<file path="src/rtl/cpt_pkg.sv">
package cpt_pkg;
  // Source of the counter's next value
  typedef enum logic [1:0] {
    SRC_HOLD = 2'd0,
    SRC_INC  = 2'd1,
    SRC_LOAD = 2'd2
  } cnt_src_e;
endpackage

</file>
<file path="src/rtl/cpt_prescaler.sv">
module cpt_prescaler #(
  parameter int SEL_W = 3
) (
  input  logic             clk,
  input  logic             rst_n,
  input  logic             run,
  input  logic [SEL_W-1:0] div_sel,
  output logic             tick
);
  localparam int DIV_W = (1 << SEL_W) - 1;

  logic [DIV_W-1:0] div_q;
  logic [DIV_W-1:0] mask;

  // mask keeps the low div_sel bits of the divider
  for (genvar i = 0; i < DIV_W; i++) begin : g_mask
    assign mask[i] = (div_sel > SEL_W'(i));
  end

  assign tick = run && ((div_q & mask) == mask);

  always_ff @(posedge clk or negedge rst_n) begin
    if (!rst_n)    div_q <= '0;
    else if (!run) div_q <= '0;
    else           div_q <= div_q + 1'b1;
  end
endmodule

</file>
<file path="src/rtl/cpt_compare.sv">
module cpt_compare #(
  parameter int                 CNT_W   = 16,
  parameter logic [CNT_W-1:0]   CMP_RST = '1
) (
  input  logic             clk,
  input  logic             rst_n,
  input  logic             tick,
  input  logic             cnt_load,
  input  logic [CNT_W-1:0] count,
  input  logic             cmp_wr,
  input  logic [CNT_W-1:0] cmp_wdata,
  input  logic             pre_en,
  input  logic [CNT_W-1:0] pre_val,
  output logic [CNT_W-1:0] cmp_value,
  output logic             match
);
  logic [CNT_W-1:0] cmp_q;

  assign match     = tick && !cnt_load && (count == cmp_q);
  assign cmp_value = cmp_q;

  always_ff @(posedge clk or negedge rst_n) begin
    if (!rst_n)               cmp_q <= CMP_RST;
    else if (cmp_wr)          cmp_q <= cmp_wdata;
    else if (match && pre_en) cmp_q <= pre_val;
  end
endmodule

</file>
<file path="src/rtl/cpt_flag.sv">
module cpt_flag (
  input  logic clk,
  input  logic rst_n,
  input  logic match,
  input  logic flag_clr,
  output logic flag
);
  always_ff @(posedge clk or negedge rst_n) begin
    if (!rst_n)        flag <= 1'b0;
    else if (match)    flag <= 1'b1;
    else if (flag_clr) flag <= 1'b0;
  end
endmodule

</file>
<file path="src/rtl/cpt_counter.sv">
module cpt_counter #(
  parameter int CNT_W = 16
) (
  input  logic               clk,
  input  logic               rst_n,
  input  cpt_pkg::cnt_src_e  src,
  input  logic [CNT_W-1:0]   load_val,
  output logic [CNT_W-1:0]   count
);
  always_ff @(posedge clk or negedge rst_n) begin
    if (!rst_n) count <= '0;
    else begin
      case (src)
        cpt_pkg::SRC_INC:  count <= count + 1'b1;
        cpt_pkg::SRC_LOAD: count <= load_val;
        default:           count <= count;
      endcase
    end
  end
endmodule

</file>
<file path="src/rtl/cmp_period_timer.sv">
module cmp_period_timer #(
  parameter int               CNT_W   = 16,
  parameter int               SEL_W   = 3,
  parameter logic [CNT_W-1:0] CMP_RST = '1
) (
  input  logic             clk,
  input  logic             rst_n,
  input  logic             run,
  input  logic [SEL_W-1:0] div_sel,
  input  logic [CNT_W-1:0] load_val,
  input  logic             cnt_load,
  input  logic             reload_en,
  input  logic             cmp_wr,
  input  logic [CNT_W-1:0] cmp_wdata,
  input  logic             pre_en,
  input  logic [CNT_W-1:0] pre_val,
  input  logic             irq_en,
  input  logic             flag_clr,
  output logic [CNT_W-1:0] count,
  output logic [CNT_W-1:0] cmp_value,
  output logic             cmp_flag,
  output logic             irq
);
  logic              tick;
  logic              match;
  cpt_pkg::cnt_src_e src;

  cpt_prescaler #(.SEL_W(SEL_W)) u_psc (
    .clk(clk), .rst_n(rst_n), .run(run), .div_sel(div_sel), .tick(tick)
  );

  cpt_compare #(.CNT_W(CNT_W), .CMP_RST(CMP_RST)) u_cmp (
    .clk(clk), .rst_n(rst_n), .tick(tick), .cnt_load(cnt_load),
    .count(count), .cmp_wr(cmp_wr), .cmp_wdata(cmp_wdata),
    .pre_en(pre_en), .pre_val(pre_val), .cmp_value(cmp_value), .match(match)
  );

  cpt_flag u_flag (
    .clk(clk), .rst_n(rst_n), .match(match), .flag_clr(flag_clr), .flag(cmp_flag)
  );

  always_comb begin
    if (cnt_load)                src = cpt_pkg::SRC_LOAD;
    else if (match && reload_en) src = cpt_pkg::SRC_LOAD;
    else if (tick)               src = cpt_pkg::SRC_INC;
    else                         src = cpt_pkg::SRC_HOLD;
  end

  cpt_counter #(.CNT_W(CNT_W)) u_cnt (
    .clk(clk), .rst_n(rst_n), .src(src), .load_val(load_val), .count(count)
  );

  assign irq = cmp_flag & irq_en;
endmodule

</file>
<file path="config.mk">
export PLATFORM = sky130hd
export DESIGN_NAME = cmp_period_timer
export DESIGN_NICKNAME = d
export VERILOG_FILES = /design/src/rtl/cpt_pkg.sv /design/src/rtl/cpt_prescaler.sv /design/src/rtl/cpt_compare.sv /design/src/rtl/cpt_flag.sv /design/src/rtl/cpt_counter.sv /design/src/rtl/cmp_period_timer.sv
export SDC_FILE = /design/constraint.sdc
export NUM_CORES = 1
export LEC_CHECK = 0
export BUFFER_PORTS_ARGS = -buffer_cell sky130_fd_sc_hd__buf_2
export CAP_MARGIN = 30
export CORE_ASPECT_RATIO = 0.5
export CORE_MARGIN = 4
export CORE_UTILIZATION = 28
export DETAILED_ROUTE_END_ITERATION = 12
export PLACE_DENSITY = 0.54
export SKIP_CTS_REPAIR_TIMING = 1
export SLEW_MARGIN = 25
export SYNTH_ARGS = -nofsm -noshare
export SYNTH_HDL_FRONTEND = slang
export SYNTH_HIERARCHICAL = 1
export SYNTH_SLANG_ARGS = --single-unit
</file>
<file path="constraint.sdc">
create_clock -name clk -period 5.9 [get_ports clk]
set_input_delay 1.18 -clock clk [delete_from_list [all_inputs] [get_ports clk]]
set_output_delay 1.18 -clock clk [all_outputs]
set_load 0.03 [all_outputs]
</file>
# Word-level counts from Yosys, hierarchy flattened

Cells that the tools add are included.

Input port bits: 60
Output and inout port bits: 34
Bits in registers: 40
Word-level logic and storage cells: 37

Reductions and logical operators: 9
Add/sub/neg operators: 2
Eq/ne operators: 4
Order comparisons: 7
Muxes and demuxes: 9
Bitwise operators: 2

Operators by type and width:

| cell                    | number |
|---|---|
| $mux W16                | 2 |
| $pmux W16 S2            | 1 |
| $add A16 B1 Y16 const B | 1 |
| $eq A16 B16 Y1          | 1 |
| $gt A3 B3 Y1 const B    | 3 |
| $add A7 B1 Y7 const B   | 1 |
| $and A7 B7 Y7           | 1 |
| $eq A7 B7 Y1            | 1 |
| $mux W7                 | 1 |
| $gt A3 B1 Y1 const B    | 2 |
| $gt A3 B2 Y1 const B    | 2 |
| $reduce_bool A2 Y1      | 3 |
| $logic_and A1 B1 Y1     | 5 |
| $mux W2                 | 2 |
| $mux W1                 | 3 |
| $eq A2 B1 Y1 const B    | 1 |
| $eq A2 B2 Y1 const B    | 1 |
| $and A1 B1 Y1           | 1 |
| $logic_not A1 Y1        | 1 |

# Depth between registers and ports, before layout

Depth after elaboration: 11
Depth in mapped cells: 17
Depth with buffers taken out: 15

# Cells and area by module

Netlist, hierarchy kept.

By module, submodules not included:

| module           | area each (um^2) | cells each | seq. area each (um^2) | times used |
|---|---|---|---|---|
| cpt_compare      | 1172.4           | 127        | 420.4                 | 1 |
| cpt_counter      | 1049.8           | 121        | 400.4                 | 1 |
| cpt_prescaler    | 374.1            | 37         | 175.2                 | 1 |
| cpt_flag         | 36.3             | 3          | 25.0                  | 1 |
| cmp_period_timer | 23.8             | 4          | 0.0                   | 1 |

# Worst setup path after synthesis

Ideal clock, no wire load.

Path kind: input to register
Start point: input port div_sel[2]
End point: register u_cnt.count[0]
Setup slack: 2.121 ns
Cell stages on the path: 15
Data arrival time: 3.654 ns
Data required time: 5.775 ns
Library setup time: 0.125 ns
Path buffers: 2
Path through: a21boi_1 a31o_1 nor4_1 nand2b_1 nor3_1 nand2_1 nor4_1 a21o_1 nor2_2 inv_1 ha_1 clkbuf_1 clkbuf_1 o21ai_0 mux2_2

Cells in the longest elaborated chain, start to end: 11
Elaborated cells between the ends (all ways): 20
Classes of those cells: order compare (7); eq/ne (3); mux (4); bitwise (1); reduce/logical (5)

Ends and longest elaborated chain:

| what                                                      | line                   | RTL |
|---|---|---|
| from (decl)                                               | cmp_period_timer.sv:9  | `input logic [SEL_W-1:0] div_sel,` |
| $gt A3 B1 Y1 (tied with other cells)                      | cpt_prescaler.sv:17    | `assign mask[i] = (div_sel > SEL_W'(i));` |
| $and A7 B7 Y7                                             | cpt_prescaler.sv:20    | `assign tick = run && ((div_q & mask) == mask);` |
| $eq A7 B7 Y1 *                                            | cpt_prescaler.sv:20    |  |
| $logic_and A1 B1 Y1 *                                     | cpt_prescaler.sv:20    |  |
| net tick                                                  | cmp_period_timer.sv:24 | `logic tick;` |
| $logic_and A1 B1 Y1 * (2 in series)                       | cpt_compare.sv:19      | `assign match = tick && !cnt_load && (count == cmp_q);` |
| net match                                                 | cmp_period_timer.sv:25 | `logic match;` |
| $logic_and A1 B1 Y1 *                                     | cmp_period_timer.sv:44 | `else if (match && reload_en) src = cpt_pkg::SRC_LOAD;` |
| $mux W2 *                                                 | cmp_period_timer.sv:44 |  |
| $mux W2 *                                                 | cmp_period_timer.sv:43 | `if (cnt_load) src = cpt_pkg::SRC_LOAD;` |
| net src[1]                                                | cmp_period_timer.sv:26 | `cpt_pkg::cnt_src_e src;` |
| $eq A2 B2 Y1 / $eq A2 B1 Y1 (equally long branches)       | cpt_counter.sv:13      | `case (src)` |
| $pmux W16 S2 / $reduce_bool A2 Y1 (equally long branches) | n/a                    |  |
| to (signal assigned)                                      | cpt_counter.sv:14      | `cpt_pkg::SRC_INC: count <= count + 1'b1;` |
| to (signal assigned)                                      | cpt_counter.sv:15      | `cpt_pkg::SRC_LOAD: count <= load_val;` |
| to (signal assigned)                                      | cpt_counter.sv:16      | `default: count <= count;` |
| to (decl)                                                 | cpt_counter.sv:8       | `output logic [CNT_W-1:0] count` |

Mark *: on every way through the listed nets, which the timed path passes. The rest lies on a longest branch.
A chain may end at the register's enable or synchronous reset.

# Final worst setup path

Start point: input port div_sel[2]
End point: register u_cnt.count[7]

Same word-level chain as after synthesis.

==> summary.md <==
| Metric | Value |
|---|---|
| Status | `finished clean` |
| Area Overhead vs Synth | `28.5%` |
| Hold Crit Endpoint | `u_cmp/cmp_value[4]` |
| Initial detailed-routing violation count | `~140` |
| #FFs+latches synth | `40` |
| Clock Latency Late Sink | `0.29 ns` |
| Synthesized area | `approximately 0.0027 mm²` |
| Syn_nets | `between 300 and 400` |
| I/O Buffers | `93` |
| Synthesized instance count | `between 200 and 300` |
| Synth area leader | `dfrtp_1` |
| CP endpoint kind | `register` |
| Top cell type's share of synthesized area | `a little under a quarter` |
| Antenna Cells | `0` |
| Max incr delay on CP | `roughly 0.47 ns` |
| Antenna Nets Post-Route | `0` |
| Mean Syn Cell Area | `9.10 µm²` |
| Setup TNS | `0 ns` |
| H-tree levels | `2` |
| CTS Buf Count | `5` |
| EDFF count, synth | `0` |
| Compound-Gate Fraction of Synth Area | `between 10% and 20%` |
| Hold/Removal Path Class | `reg -> reg` |
| Max Slew Vio Count | `0` |
| Grt ovf | `0` |
| Most frequent cells in the layout | `93 x buf_2, 24 x dfrtp_1, 21 x nand2_1, 20 x inv_1, 18 x o21ai_0` |
| # rows | `24` |
| RSZ-0062 raised after global routing | `false` |
| Flop-to-flop setup slack | `about 2.3 ns` |
| Final Setup Violations | `0` |
| Post-synthesis adder-cell area fraction | `1.41%` |
| R2R Path End | `u_cnt/count[7]` |
| Wire per inst | `around 16 µm` |
| Initial antenna violation count | `0` |
| Main combinational cell family by area after synthesis | `simple AND/OR/NAND/NOR gates` |
| DRT Pass-1 Iters | `4` |
| Period minus WS final | `~4.2 ns` |
| CTS Sinks | `40` |
| Ports | `94` |
| MaxCap Viol Count | `0` |
| Worst Path Required | `between 6 and 7 ns` |
| Synth async-reset ratio | `100%` |
| Core area | `0.00898 mm²` |
| Commonest non-fill, non-tap cell in the layout | `buf_2` |
| IR Drop Worst-Case VDD | `91.4 µV` |
| Maximum clock path buffer count | `2` |
| Fillers | `approximately 940` |
| Mux share of post-synthesis cell area | `approximately 1.2%` |
| Cell Chain, Critical Path | `buf_2 -> a21boi_1 -> a31o_1 -> nor4_1 -> nand2b_1 -> nor3_1 -> nand2_1 -> nor4_1 -> a21o_1 -> nor2_2 -> inv_1 -> ha_1 -> inv_1 -> o22a_1 -> o22a_1` |
| Clk pwr share | `between 30% and 40%` |
| Crit path max fanout | `13` |
| Simple-gate portion of the synthesized area | `between 20 and 30%` |
| Overall Global Routing Usage | `between 10% and 20%` |
| Die Height | `approximately 77 µm` |
| First-pass GRT wire length | `roughly 13 mm` |
| Reg2reg path depth | `14` |
| Final #Nets | `between 400 and 500` |
| Crit Path Category | `in -> reg` |
| Worst-Margin Slew | `0.693 ns` |
| Sequential area share after synthesis | `38.4%` |
| Xor/xnor share of the synthesized area | `under 10%` |
| Setup WS pre-CTS | `roughly 1.5 ns` |
| Synth Warn # | `6` |
| Main flop type after synthesis | `dfrtp_1` |
| Hold path startpoint | `u_cmp/cmp_value[4]` |
| DP HPWL | `5.96 mm` |
| Drt drc | `0` |
| Worst-path clk slew | `roughly 0.060 ns` |
| Cell-internal power | `between 0.5 and 0.6 mW` |
| Chip Width | `about 150 µm` |
| P_leak | `roughly 1.5 nW` |
| Worst Slack Setup Final | `between 1.5 and 2 ns` |
| Critical-path top delay cell | `nor4_1` |
| Die ar. | `approximately 0.011 mm²` |
| Vias in the first global route | `between 2000 and 2500` |
| Largest net degree at the start of global routing | `48` |
| Initial Utilization | `between 20% and 30%` |
| CP Launch Type | `input pin` |
| RePlAce Congestion | `just under 0.8` |
| Via count | `~2500` |
| Worst-case headroom to the max-slew limit | `53.8%` |
| Comb pwr share | `26.8%` |
| Critical path arrival | `4.34 ns` |
| Switching portion of total power | `approximately 36%` |
| Hold Crit Depth | `2` |
| Max Clk Rate | `around 0.24 GHz` |
| Net load switching power | `between 0.3 and 0.4 mW` |
| Final period util | `between 70% and 80%` |
| Sequential Power Share | `between 40 and 50%` |
| PD cells | `roughly 270 mW/mm²` |
| Root Buffer | `clkbuf_16` |
| Post-Route WL | `approximately 8 mm` |
| Final standard cell utilization of the core | `38.0%` |
| Clk_skew | `0.00708 ns` |
| Ratio of cells with drive above 1 in the final layout | `between 30% and 40%` |
| Post-DR vias/cell | `around 5.1` |
| CTS tree | `done` |
| Yosys cell types | `between 50 and 60` |
| FF-to-FF Start | `u_psc/div_q[2]` |
| Final Hold Viols | `0` |
| Largest cells by area after synthesis | `dfrtp_1 23%, dfstp_2 16%, o21ai_0 3.4%, a32oi_1 3.3%, xnor2_1 3.3%` |
## routing by layer
metal | part of all wire, % | GRT usage, % | wire [µm]
met1 | 49 | 19.5 | 3930
met2 | 46 | 21.4 | 3670
met3 | 3.7 | 3.18 | 299
met4 | 1.2 | 4.36 | 95
met5 | 0 | 0 | 0
## synthesized netlist by cell type (3+ instances only)
cell type / n
a22oi_1: 4
nand2_1: 21
nand3_1: 9
and2_1: 6
dfrtp_1: 24
a32oi_1: 10
dfstp_2: 16
and3b_1: 8
a21oi_1: 13
or3_1: 4
inv_1: 20
nand4_1: 13
ha_1: 3
or4_1: 3
xor2_1: 10
nand2b_1: 11
xnor2_1: 10
nor2_1: 7
o21ai_0: 18
nor4_1: 4
a21boi_1: 4
o311ai_0: 8
o22a_1: 4
nor2b_1: 8
buf_2: 3
nor3_1: 8
clkbuf_1: 12
## state kept, by name, indices dropped and copies added, names as in the netlist
signal and flops:
u_flag/flag 1, u_cmp/cmp_value 16, u_psc/div_q 7, u_cnt/count 16
## power groups by stage
stage                     Combinational (mW)  Clock [mW]  Sequential [mW]
after floorplan                        0.105           0            0.417
after global placement                 0.245           0            0.375
after detailed placement               0.245           0            0.375
after CTS                              0.246       0.313            0.371
after global routing                   0.268       0.324            0.377
final                                  0.246       0.303            0.369
## worst max path at each step
stage	from	endpoint	slack, ns	cells after the start
6_report	div_sel[2]	u_cnt/count[7]	1.74	15
5_1_grt	div_sel[2]	u_cnt/count[15]	1.55	16
3_3_place_gp	div_sel[2]	u_cnt/count[7]	1.68	15
3_5_place_dp	div_sel[2]	u_cnt/count[7]	1.48	15
4_1_cts	div_sel[2]	u_cnt/count[7]	1.82	15
2_1_floorplan	div_sel[2]	u_cnt/count[0]	2.12	15
## stage by stage
stage	hold WS, ns	cells	instance area, µm²	power (mW)
floorplan	0.487	292	2660	0.522
global placement	0.501	490	3230	0.620
detailed placement	0.506	490	3230	0.620
CTS	0.517	498	3390	0.929
global route	0.528	499	3410	0.969
finish	0.512	499	3410	0.918
## final cells by class
| cell class | instances | area [µm²] | area share, % |
|---|---|---|---|
| clock buffer | 6 | 150 | 4.40 |
| inverter | 21 | 78.8 | 2.31 |
| timing repair buffer | 98 | 515 | 15.1 |
| clock inverter | 2 | 16.3 | 0.477 |
| sequential | 40 | 1020 | 29.9 |
| tap | 117 | 146 | 4.29 |
| multi-input combinational | 215 | 1490 | 43.5 |
## critical path: cells and delay by family
kind | cells | cell delay (ns)
fa+ha+maj | 1 | 0.42
compound gates | 5 | 0.99
buf+inv | 3 | 0.48
simple gates | 6 | 1.27
## logic make-up after synthesis
family,after synthesis
buffers and inverters,37
xor gates and xnor gates,20
AOI/OAI and AO/OA,75
adders and majority gates,3
DFF,40
muxes,3
and+or+nand+nor,114
(Power assumes the default switching activity.)
